<file path="src/rtl/serial_rx_pkg.sv">
// Shared definitions for the serial command receiver.
// Assumes nothing beyond a standard 8-bit byte as the default width.
package serial_rx_pkg;
    localparam int unsigned DEF_BYTE_W     = 8;
    localparam int unsigned DEF_SYNC_DEPTH = 2;

    // Framing picked by the static strap.
    typedef enum logic {
        FRAME_PIN_FLAG   = 1'b0,  // word of BYTE_W bits, flag from the pin
        FRAME_INBAND_FLAG = 1'b1  // word of BYTE_W+1 bits, flag is the first bit
    } frame_mode_e;
endpackage

</file>
<file path="src/rtl/rx_sync.sv">
// Multi-bit, multi-stage synchronizer for asynchronous level inputs.
// Assumes each bit is independent; no bus coherency is provided.
// Each bit resets to its own value from RESET_VAL.
module rx_sync #(
    parameter int unsigned WIDTH     = 4,
    parameter int unsigned DEPTH     = 2,
    parameter logic [WIDTH-1:0] RESET_VAL = '0
) (
    input  logic             clk,
    input  logic             rst_n,
    input  logic [WIDTH-1:0] async_in,
    output logic [WIDTH-1:0] sync_out
);
    logic [WIDTH-1:0] stage_q [DEPTH];

    genvar s;
    generate
        for (s = 0; s < DEPTH; s++) begin : g_stage
            if (s == 0) begin : g_first
                // Purpose: first capture of the asynchronous inputs.
                always_ff @(posedge clk) begin
                    if (!rst_n) stage_q[0] <= RESET_VAL;
                    else        stage_q[0] <= async_in;
                end
            end else begin : g_next
                // Purpose: further settling stage.
                always_ff @(posedge clk) begin
                    if (!rst_n) stage_q[s] <= RESET_VAL;
                    else        stage_q[s] <= stage_q[s-1];
                end
            end
        end
    endgenerate

    assign sync_out = stage_q[DEPTH-1];
endmodule

</file>
<file path="src/rtl/rx_deframer.sv">
// Bit assembler: detects rising serial clock edges on synchronized inputs,
// counts bits within a word and emits the byte with its data/command flag.
// Assumes the synchronized serial clock holds each level for at least two
// system clock cycles and that the framing mode is stable within a word.
module rx_deframer
    import serial_rx_pkg::*;
#(
    parameter int unsigned BYTE_W = DEF_BYTE_W
) (
    input  logic              clk,
    input  logic              rst_n,
    input  frame_mode_e       mode,
    input  logic              sclk_s,
    input  logic              sdata_s,
    input  logic              csn_s,
    input  logic              dc_s,
    output logic [BYTE_W-1:0] byte_o,
    output logic              is_data_o,
    output logic              valid_o
);
    localparam int unsigned CNT_W = $clog2(BYTE_W + 2);
    localparam logic [CNT_W-1:0] LAST_PIN    = CNT_W'(BYTE_W - 1);
    localparam logic [CNT_W-1:0] LAST_INBAND = CNT_W'(BYTE_W);

    logic              sclk_prev_q;
    logic              sclk_rise;
    logic [CNT_W-1:0]  bit_cnt_q;
    logic [CNT_W-1:0]  last_idx;
    logic [BYTE_W-1:0] shift_q;
    logic              flag_q;
    logic              take_flag;
    logic              word_done;

    // Purpose: remember the previous synchronized serial clock level.
    always_ff @(posedge clk) begin
        if (!rst_n) sclk_prev_q <= 1'b0;
        else        sclk_prev_q <= sclk_s;
    end

    assign sclk_rise = sclk_s & ~sclk_prev_q;
    assign last_idx  = (mode == FRAME_INBAND_FLAG) ? LAST_INBAND : LAST_PIN;
    assign take_flag = (mode == FRAME_INBAND_FLAG) && (bit_cnt_q == '0);
    assign word_done = !csn_s && sclk_rise && (bit_cnt_q == last_idx);

    // Purpose: bit counter, cleared by chip select release and word end.
    always_ff @(posedge clk) begin
        if (!rst_n)                 bit_cnt_q <= '0;
        else if (csn_s)             bit_cnt_q <= '0;
        else if (word_done)         bit_cnt_q <= '0;
        else if (sclk_rise)         bit_cnt_q <= bit_cnt_q + 1'b1;
    end

    // Purpose: shift register and in-band flag capture.
    always_ff @(posedge clk) begin
        if (!rst_n) begin
            shift_q <= '0;
            flag_q  <= 1'b0;
        end else if (!csn_s && sclk_rise) begin
            if (take_flag) flag_q  <= sdata_s;
            else           shift_q <= {shift_q[BYTE_W-2:0], sdata_s};
        end
    end

    // Purpose: register the completed word and its one-cycle strobe.
    always_ff @(posedge clk) begin
        if (!rst_n) begin
            byte_o    <= '0;
            is_data_o <= 1'b0;
            valid_o   <= 1'b0;
        end else begin
            valid_o <= word_done;
            if (word_done) begin
                byte_o    <= {shift_q[BYTE_W-2:0], sdata_s};
                is_data_o <= (mode == FRAME_INBAND_FLAG) ? flag_q : dc_s;
            end
        end
    end

    // the strobe never lasts two cycles.
    p_valid_single_r5: assert property (@(posedge clk) disable iff (!rst_n)
        valid_o |=> !valid_o);

    // no word leaves while chip select is released.
    p_cs_idle_r6: assert property (@(posedge clk) disable iff (!rst_n)
        csn_s |=> !valid_o);

    // chip select release leaves the counter at the first bit.
    p_cs_abandon_r7: assert property (@(posedge clk) disable iff (!rst_n)
        csn_s |=> (bit_cnt_q == '0));

    // in pin-flag framing the count stays below the byte width.
    p_cnt_pin_r2: assert property (@(posedge clk) disable iff (!rst_n)
        (mode == FRAME_PIN_FLAG) |-> (bit_cnt_q <= LAST_PIN));

    // in in-band framing the count never passes the ninth bit.
    p_cnt_inband_r4: assert property (@(posedge clk) disable iff (!rst_n)
        bit_cnt_q <= LAST_INBAND);

    // a strobe follows only a rising serial clock seen with chip select low.
    p_valid_on_rise_r9: assert property (@(posedge clk) disable iff (!rst_n)
        valid_o |-> ($past(sclk_s) && !$past(sclk_prev_q) && !$past(csn_s)));
endmodule

</file>
<file path="src/rtl/serial_cmd_rx.sv">
// Top of the dual-mode serial command receiver. Synchronizes the serial
// pins into the system clock domain and feeds the bit assembler.
// Assumes clk runs at least four times the serial clock rate and that
// frame_sel is a static strap.
module serial_cmd_rx
    import serial_rx_pkg::*;
#(
    parameter int unsigned BYTE_W     = DEF_BYTE_W,
    parameter int unsigned SYNC_DEPTH = DEF_SYNC_DEPTH
) (
    input  logic              clk,
    input  logic              rst_n,
    input  logic              frame_sel,
    input  logic              sclk_in,
    input  logic              sdata_in,
    input  logic              cs_n,
    input  logic              dc_in,
    output logic [BYTE_W-1:0] rx_byte,
    output logic              rx_is_data,
    output logic              rx_valid
);
    localparam int unsigned PIN_W = 4;
    // Bit order: {dc, cs_n, sdata, sclk}; chip select idles high.
    localparam logic [PIN_W-1:0] PIN_IDLE = 4'b0100;

    logic [PIN_W-1:0] pins_s;

    rx_sync #(
        .WIDTH     (PIN_W),
        .DEPTH     (SYNC_DEPTH),
        .RESET_VAL (PIN_IDLE)
    ) u_sync (
        .clk      (clk),
        .rst_n    (rst_n),
        .async_in ({dc_in, cs_n, sdata_in, sclk_in}),
        .sync_out (pins_s)
    );

    rx_deframer #(
        .BYTE_W (BYTE_W)
    ) u_deframer (
        .clk       (clk),
        .rst_n     (rst_n),
        .mode      (frame_mode_e'(frame_sel)),
        .sclk_s    (pins_s[0]),
        .sdata_s   (pins_s[1]),
        .csn_s     (pins_s[2]),
        .dc_s      (pins_s[3]),
        .byte_o    (rx_byte),
        .is_data_o (rx_is_data),
        .valid_o   (rx_valid)
    );
endmodule

</file>
<file path="config.mk">
export PLATFORM = sky130hd
export DESIGN_NAME = serial_cmd_rx
export DESIGN_NICKNAME = d
export VERILOG_FILES = /design/src/rtl/serial_rx_pkg.sv /design/src/rtl/rx_sync.sv /design/src/rtl/rx_deframer.sv /design/src/rtl/serial_cmd_rx.sv
export SDC_FILE = /design/constraint.sdc
export NUM_CORES = 1
export LEC_CHECK = 0
export ABC_AREA = 1
export ABC_CLOCK_PERIOD_IN_PS = 1000
export BUFFER_PORTS_ARGS = -buffer_cell sky130_fd_sc_hd__buf_2
export CAP_MARGIN = 40
export CORE_AREA = 2 2 55 57
export CTS_BUF_LIST = sky130_fd_sc_hd__clkbuf_16
export DETAILED_ROUTE_END_ITERATION = 16
export DIE_AREA = 0 0 57 59
export GPL_TIMING_DRIVEN = 0
export PLACE_DENSITY = 0.78
export SLEW_MARGIN = 5
export SYNTH_ARGS = -nofsm -noshare
export SYNTH_HDL_FRONTEND = slang
export SYNTH_SLANG_ARGS = --single-unit
</file>
<file path="constraint.sdc">
create_clock -name clk -period 1 [get_ports clk]
set_clock_uncertainty 0.05 [all_clocks]
set_input_delay 0.1 -clock clk [delete_from_list [all_inputs] [get_ports clk]]
set_output_delay 0.1 -clock clk [all_outputs]
set_load 0.05 [all_outputs]
</file>
==> results by group, run 1 <==
Floorplanning
  – Core area: 0.00271 mm^2
  – Die height: 59 um
  – # IOs: 17
  – Row count: 19
  – Chip Width: 57 um
  – Starting Density: 0.474
  – Die footprint: 0.00336 mm^2

Placement
  – Inst Count DP: 198
  – DP Worst Slack: -233 ps
  – GPL Wtd Cong: 0.784
  – Port Buffers: 15
  – HPWL after DPL: 1670 um
  – Dpl cell area: 0.00142 mm^2

Critical path
  – Critical Path AT: around 1400 ps
  – Crit path max-delay cell type: dfxtp_4
  – CP cell instances: nor2_1, nand2_1, nand2_4, nand2_4, clkbuf_16, nand3_2, nand2_1
  – WP buf/inv: 1
  – Worst setup path start: u_deframer.bit_cnt_q[0]
  – R2r startpoint: u_deframer.bit_cnt_q[0]
  – Required time of the critical path: 1120 ps
  – Type of origin of the critical path: flop
  – Crit Path Max Fanout: 5
  – Crit path kind: reg2reg
  – Worst setup EP type: flop
  – Slowest stage delay, CP: around 360 ps
  – CP delay by family, top: simple AND/OR/NAND/NOR gates

Finish
  – Layout Utilization: 0.690
  – Most common cell after layout, fill and taps aside: nand2_1
  – Final cell count without fillers: 219
  – Final nets: 197
  – Share of cells above drive strength 1: 0.484
  – Leading cell types in the layout, fill and taps excluded: nand2_1, dfxtp_1, buf_4, inv_1, nand3_2
  – Fin area: 0.00187 mm^2
  – Synth-to-Final Area Change: 45.6%
  – Number of diodes: 0

Clock tree
  – CTS buffer count: 5
  – Clock root cell: clkbuf_16
  – Clock slew at reported path FFs: ~50 ps
  – Clock buffer depth: 2
  – H-tree levels: 2
  – CTS tree: yes
  – Clock latency on the worst-skew pair: 280 ps
  – TritonCTS sink count: 31

STA
  – Final worst path period share: 1.26
  – Min cycle time layout: about 1300 ps
  – FMAX: 795 MHz
  – Slew Limit Fails: 0
  – Setup WS post-layout: -258 ps
  – RSZ-0062 raised after global routing: yes
  – Setup violators final: 22
  – Hold WS: 118 ps
  – Worst slew pin tran: 271 ps
  – Setup_tns: -4580 ps
  – Final hold vios: 0
  – Slew headroom: 0.819

Detailed routing
  – Drt initial violations: 27
  – DR DRC count: 0
  – DR WL/cell: about 14 um
  – Drt total wl: 3030 um
  – Detailed-route via count: 1160
  – Vias per std cell: approximately 5.3
  – Post-route ant nets: 0
  – TritonRoute pass-1 iters: 5

Synth
  – Post-synthesis cell area: 0.00128 mm^2
  – Syn Area/Cell: 8.45 um^2
  – Mapped Cells: between 150 and 200
  – Mapped Nets: about 160
  – Synth cell types: 21
  – Seq/Total Area, Yosys: 0.483
  – Synthesis warning total: 0
  – Number of synthesized register bits: 31

Outcome
  – Outcome: finished, violations left
  – Failing checks: setup timing

Power
  – Comb pwr share: 0.046
  – LEAKAGE: 0.823 nW
  – Worst vdd ir: 1.77 mV
  – Seq pwr share: 0.413
  – Total Power: 3.05 mW
  – Internal power: 2.45 mW
  – Sw Pwr: slightly below 0.6 mW
  – Sw Share: 0.195
  – Clock power frac: 0.540
  – Pwr Density: 1630 mW/mm^2

Global route
  – First-pass GRT wire length: 4570 um
  – GR Overflow Total: 0
  – Vias in the first global route: 1133
  – Initial antenna violation count: 0
  – Total GRT Usage: 0.181
  – Largest net degree at the start of global routing: 11

Job
  – Max-cap violation count: 0

Hold path
  – Hold Startpoint: rst_n
  – Hold Path Class: in2reg
[final timing paths]
| path | end | slack (ps) | depth (start not counted) |
|---|---|---|---|
| worst max-delay path | u_deframer.byte_o[1] | -260 | 7 |
| worst min-delay path | u_deframer.byte_o[4] | 120 | 3 |
| worst max register to register | u_deframer.byte_o[1] | -260 | 7 |
| worst min register to register | u_sync.stage_q[1][0] | 350 | 2 |
[worst min-delay path: cells and delay by family]
kind          cells  cell delay [ps]
buf+inv           1              150
simple gates      2              150
[flip-flops by register name, summed over array words and instances (netlist names)]
| name | cells |
|---|---|
| u_deframer.byte_o | 8 |
| u_deframer.valid_o | 1 |
| u_sync.stage_q | 8 |
| u_deframer.flag_q | 1 |
| u_deframer.bit_cnt_q | 4 |
| u_deframer.is_data_o | 1 |
| u_deframer.sclk_prev_q | 1 |
| u_deframer.shift_q | 7 |
[what timing repair did]
item,CTS,global route
gates cloned,1,1
hold buffers,4,0
gates resized for setup,27,23
pin swaps,9,6
buffers inserted,3,5
setup endpoints to repair,31,25
endpoints found under the hold margin,4,0
[power by group through the flow]
stage	Clock, mW	Combinational [mW]	Sequential, mW
floorplan	0	0.0735	1.29
global placement	0	0.0976	1.29
detailed placement	0	0.102	1.29
CTS	1.66	0.129	1.26
global route	1.73	0.155	1.26
finish	1.65	0.141	1.26
[layout make-up]
type / count / area, um^2
sequential: 31 / 639
clock buffer: 5 / 125
inverter: 17 / 66.3
tap: 31 / 38.8
timing repair buffer: 28 / 241
clock inverter: 2 / 33.8
multi-input combinational: 100 / 682
fill: 186 / 840
buffer: 5 / 43.8
[Yosys cell counts, drive strengths merged]
cell,instances,area share
or2,2,0.0097
o21ai,1,0.0039
xor2,2,0.014
nor2,16,0.058
nand3,18,0.11
nand2,40,0.13
o21bai,1,0.0058
dfxtp,31,0.48
ha,2,0.019
a21oi,7,0.027
nand4,10,0.049
buf,5,0.031
inv,17,0.050
[kinds of logic (layout without fill, tap and decap cells)]
group                      Yosys count  in the layout  synth area share
and+or+nand+nor                     86             87             0.366
buffers and inverters               22             57            0.0808
DFF                                 31             31             0.483
AOI/OAI and AO/OA                    9              9            0.0370
adders and majority gates            2              2            0.0195
xor gates and xnor gates             2              2            0.0136
[routing by layer]
layer | up-vias | share of wire | GRT usage
met3 | 10 | 0.054 | 0.0808
met5 | - | 0 | 0
met4 | 0 | 0.025 | 0.0897
li1 | 558 | - | -
met1 | 549 | 0.40 | 0.189
met2 | 43 | 0.52 | 0.312
No activity file was read; power rests on OpenSTA's default activity.
==> inputs of run 2 (changes only) <==
- CTS_CLUSTER_SIZE: default -> 8
- PLACE_DENSITY: 0.78 -> default
- PLACE_DENSITY_LB_ADDON: default -> 0.25
- SKIP_LAST_GASP: default -> 1
==> run 2 against run 1 <==
Compared with the run above: the run still ends with setup timing left; critical path depth fell by 1; routed wire length fell by 14%; clock-buffer cell count did not move; sequential power barely moved; cell area fell by 5.1%; sequential cell count did not move; final cell count fell by 1.4%; die area did not move; critical endpoint is now u_deframer.shift_q[3].
==> results by group, run 2 (synthesis gave the netlist of run 1 again) <==
Floorplanning
  – Die footprint: 0.00336 mm^2 (unchanged)
  – Core area: 0.00271 mm^2 (unchanged)
  – Chip Width: 57 um (unchanged)
  – # IOs: 17 (unchanged)
  – Die height: 59 um (unchanged)
  – Starting Density: 0.474 (unchanged)
  – Row count: 19 (unchanged)

STA
  – Worst slew pin tran: 241 ps (-30.2 ps)
  – Setup violators final: 22 (unchanged)
  – Slew headroom: 0.839 (+0.0202)
  – Min cycle time layout: 1130 ps (-131 ps)
  – Final worst path period share: 1.13 (-0.131)
  – Slew Limit Fails: 0 (unchanged)
  – Hold WS: 125 ps (+6.21 ps)
  – Final hold vios: 0 (unchanged)
  – FMAX: 887 MHz (+12%)
  – RSZ-0062 raised after global routing: yes
  – Setup WS post-layout: -127 ps (+131 ps)

Hold path
  – Hold Startpoint: rst_n
  – Hold Path Sink: u_deframer.byte_o[1]
  – Hold Path Depth: 3 (unchanged)
  – Hold Path Class: in2reg

Clock tree
  – TritonCTS sink count: 31 (unchanged)
  – Clock root cell: clkbuf_16
  – Clock buffer depth: 2 (unchanged)
  – Clock latency on the worst-skew pair: 270 ps (about the same)
  – Clock slew at reported path FFs: 50 ps (about the same)
  – H-tree levels: 2 (unchanged)
  – CTS tree: yes
  – CTS buffer count: 5 (unchanged)

Detailed routing
  – DR DRC count: 0 (unchanged)
  – Post-route ant nets: 0 (unchanged)
  – Drt initial violations: 21 (-22%)
  – TritonRoute pass-1 iters: 4 (-1)
  – DR WL/cell: 12.0 um (-13%)
  – Detailed-route via count: 1083 (-6.6%)
  – Drt total wl: 2590 um (-14%)
  – Vias per std cell: 5.01 (-5.3%)

Critical path
  – Critical Path AT: 1280 ps (-100 ps)
  – Required time of the critical path: 1150 ps (+30 ps)
  – Crit Path Max Fanout: 7 (+2)
  – Crit path kind: reg2reg
  – FF-to-FF End: u_deframer.shift_q[3]
  – Worst setup EP type: flop
  – R2r startpoint: u_deframer.bit_cnt_q[0]
  – Type of origin of the critical path: flop
  – Worst R2R Setup Slack: -130 ps (+130 ps)
  – Worst Reg-to-Reg Cells: 6 (-1)

Placement
  – Port Buffers: 15 (unchanged)
  – GPL Wtd Cong: 0.765 (-2.5%)
  – HPWL after DPL: 1670 um (-0.17%)

Finish
  – Share of cells above drive strength 1: 0.443 (-0.0408)
  – Number of diodes: 0 (unchanged)
  – Leading cell types in the layout, fill and taps excluded: nand2_1, dfxtp_1, buf_4, inv_1, nand3_2
  – Fill cells: 229 (+23%)
  – Final nets: 194 (-1.5%)
  – Most common cell after layout, fill and taps aside: nand2_1
  – Largest registers in the final layout: u_deframer.byte_o: 8 flops, u_sync.stage_q: 8 flops, u_deframer.shift_q: 7 flops
  – Register Area: 637 um^2 (-0.39%)
  – Synth-to-Final Area Change: 38.2%
  – Multi-input combinational cell area: 661 um^2 (-3.1%)

Global route
  – Vias in the first global route: 1032 (-8.9%)
  – GR Overflow Total: 0 (unchanged)
  – Largest net degree at the start of global routing: 11 (unchanged)
  – Total GRT Usage: 0.183 (+0.00177)
  – First-pass GRT wire length: 4530 um (-0.74%)
  – Initial antenna violation count: 0 (unchanged)

Outcome
  – Failing checks: setup timing
  – Outcome: finished, violations left

Power
  – Pwr Density: 1550 mW/mm^2 (-4.6%)
  – Worst vdd ir: 1.39 mV (-22%)
  – LEAKAGE: 0.784 nW (-4.7%)
  – Total Power: 2.76 mW (-9.4%)

Job
  – Max-cap violation count: 0 (unchanged)
==> run 2: changes by cell type in the layout (fill, tap and decap cells not counted), moves of 3 or more <==
cell	change
a21oi_2	-3
a21oi_1	+3
nand2_2	-3
buf_6	-3
nand2_1	+3
==> run 2: worst max path at each step <==
stage | start | end | slack [ps] | depth (start not counted)
after floorplan | u_deframer.sclk_prev_q | u_deframer.byte_o[0] | -130 | 7
after global placement | u_deframer.sclk_prev_q | u_deframer.shift_q[1] | -200 | 6
after detailed placement | u_deframer.bit_cnt_q[1] | u_deframer.byte_o[3] | -240 | 8
after CTS | u_deframer.sclk_prev_q | u_deframer.shift_q[5] | -120 | 6
after global routing | u_deframer.bit_cnt_q[1] | u_deframer.flag_q | -210 | 7
final | u_deframer.bit_cnt_q[0] | u_deframer.shift_q[3] | -130 | 6
==> run 2: per-layer routing <==
layer  vias up  wire length [um]  GRT usage
met1       495              1060      0.194
met4         0                58      0.106
met5         -                 0          0
li1        556                 -          -
met3         6               135     0.0721
met2        26              1330      0.310
==> run 2: worst max-delay path, cell delays in order (launching register included) <==
cell     delay, ps
dfxtp_4        360
inv_4           60
ha_4           150
nand3_4        120
nand2_4        130
nand2_1         60
a21oi_1        120
==> run 2: final cells by class <==
class	count	area share
multi-input cells	100	0.372
clock inverters	2	0.00493
flip-flops and latches	31	0.359
plain buffers	5	0.0247
inverters	17	0.0388
clock buffers	5	0.0705
repair buffers	25	0.109
well taps	31	0.0218
==> run 2: where the power goes <==
part	leakage (nW)	switching, mW	total (mW)	internal (mW)
sequential	0.255	0.0112	1.26	1.25
clock	0.0671	0.479	1.37	0.888
combinational	0.462	0.0792	0.132	0.0530
total	0.784	0.569	2.76	2.19
==> run 2: stage by stage <==
step                      cell area (um^2)  utilization  worst slack (ps)  setup TNS (ps)  instances
after CTS                             1720        0.633              -117           -2170        215
after global routing                  1780        0.655              -211           -4010        216
after detailed placement              1420        0.524              -244           -4710        198
after floorplan                       1310            -              -132           -2030        152
after global placement                1420        0.524              -204           -3920        198
final                                 1780        0.655              -127           -2310        216
==> run 2: what timing repair did <==
action	in CTS	in global routing
gates resized for setup	26	16
pin swaps	8	5
endpoints found under the setup margin	31	25
hold endpoints to repair	4	0
gates cloned	1	0
hold buffers	4	0
setup buffers	5	1
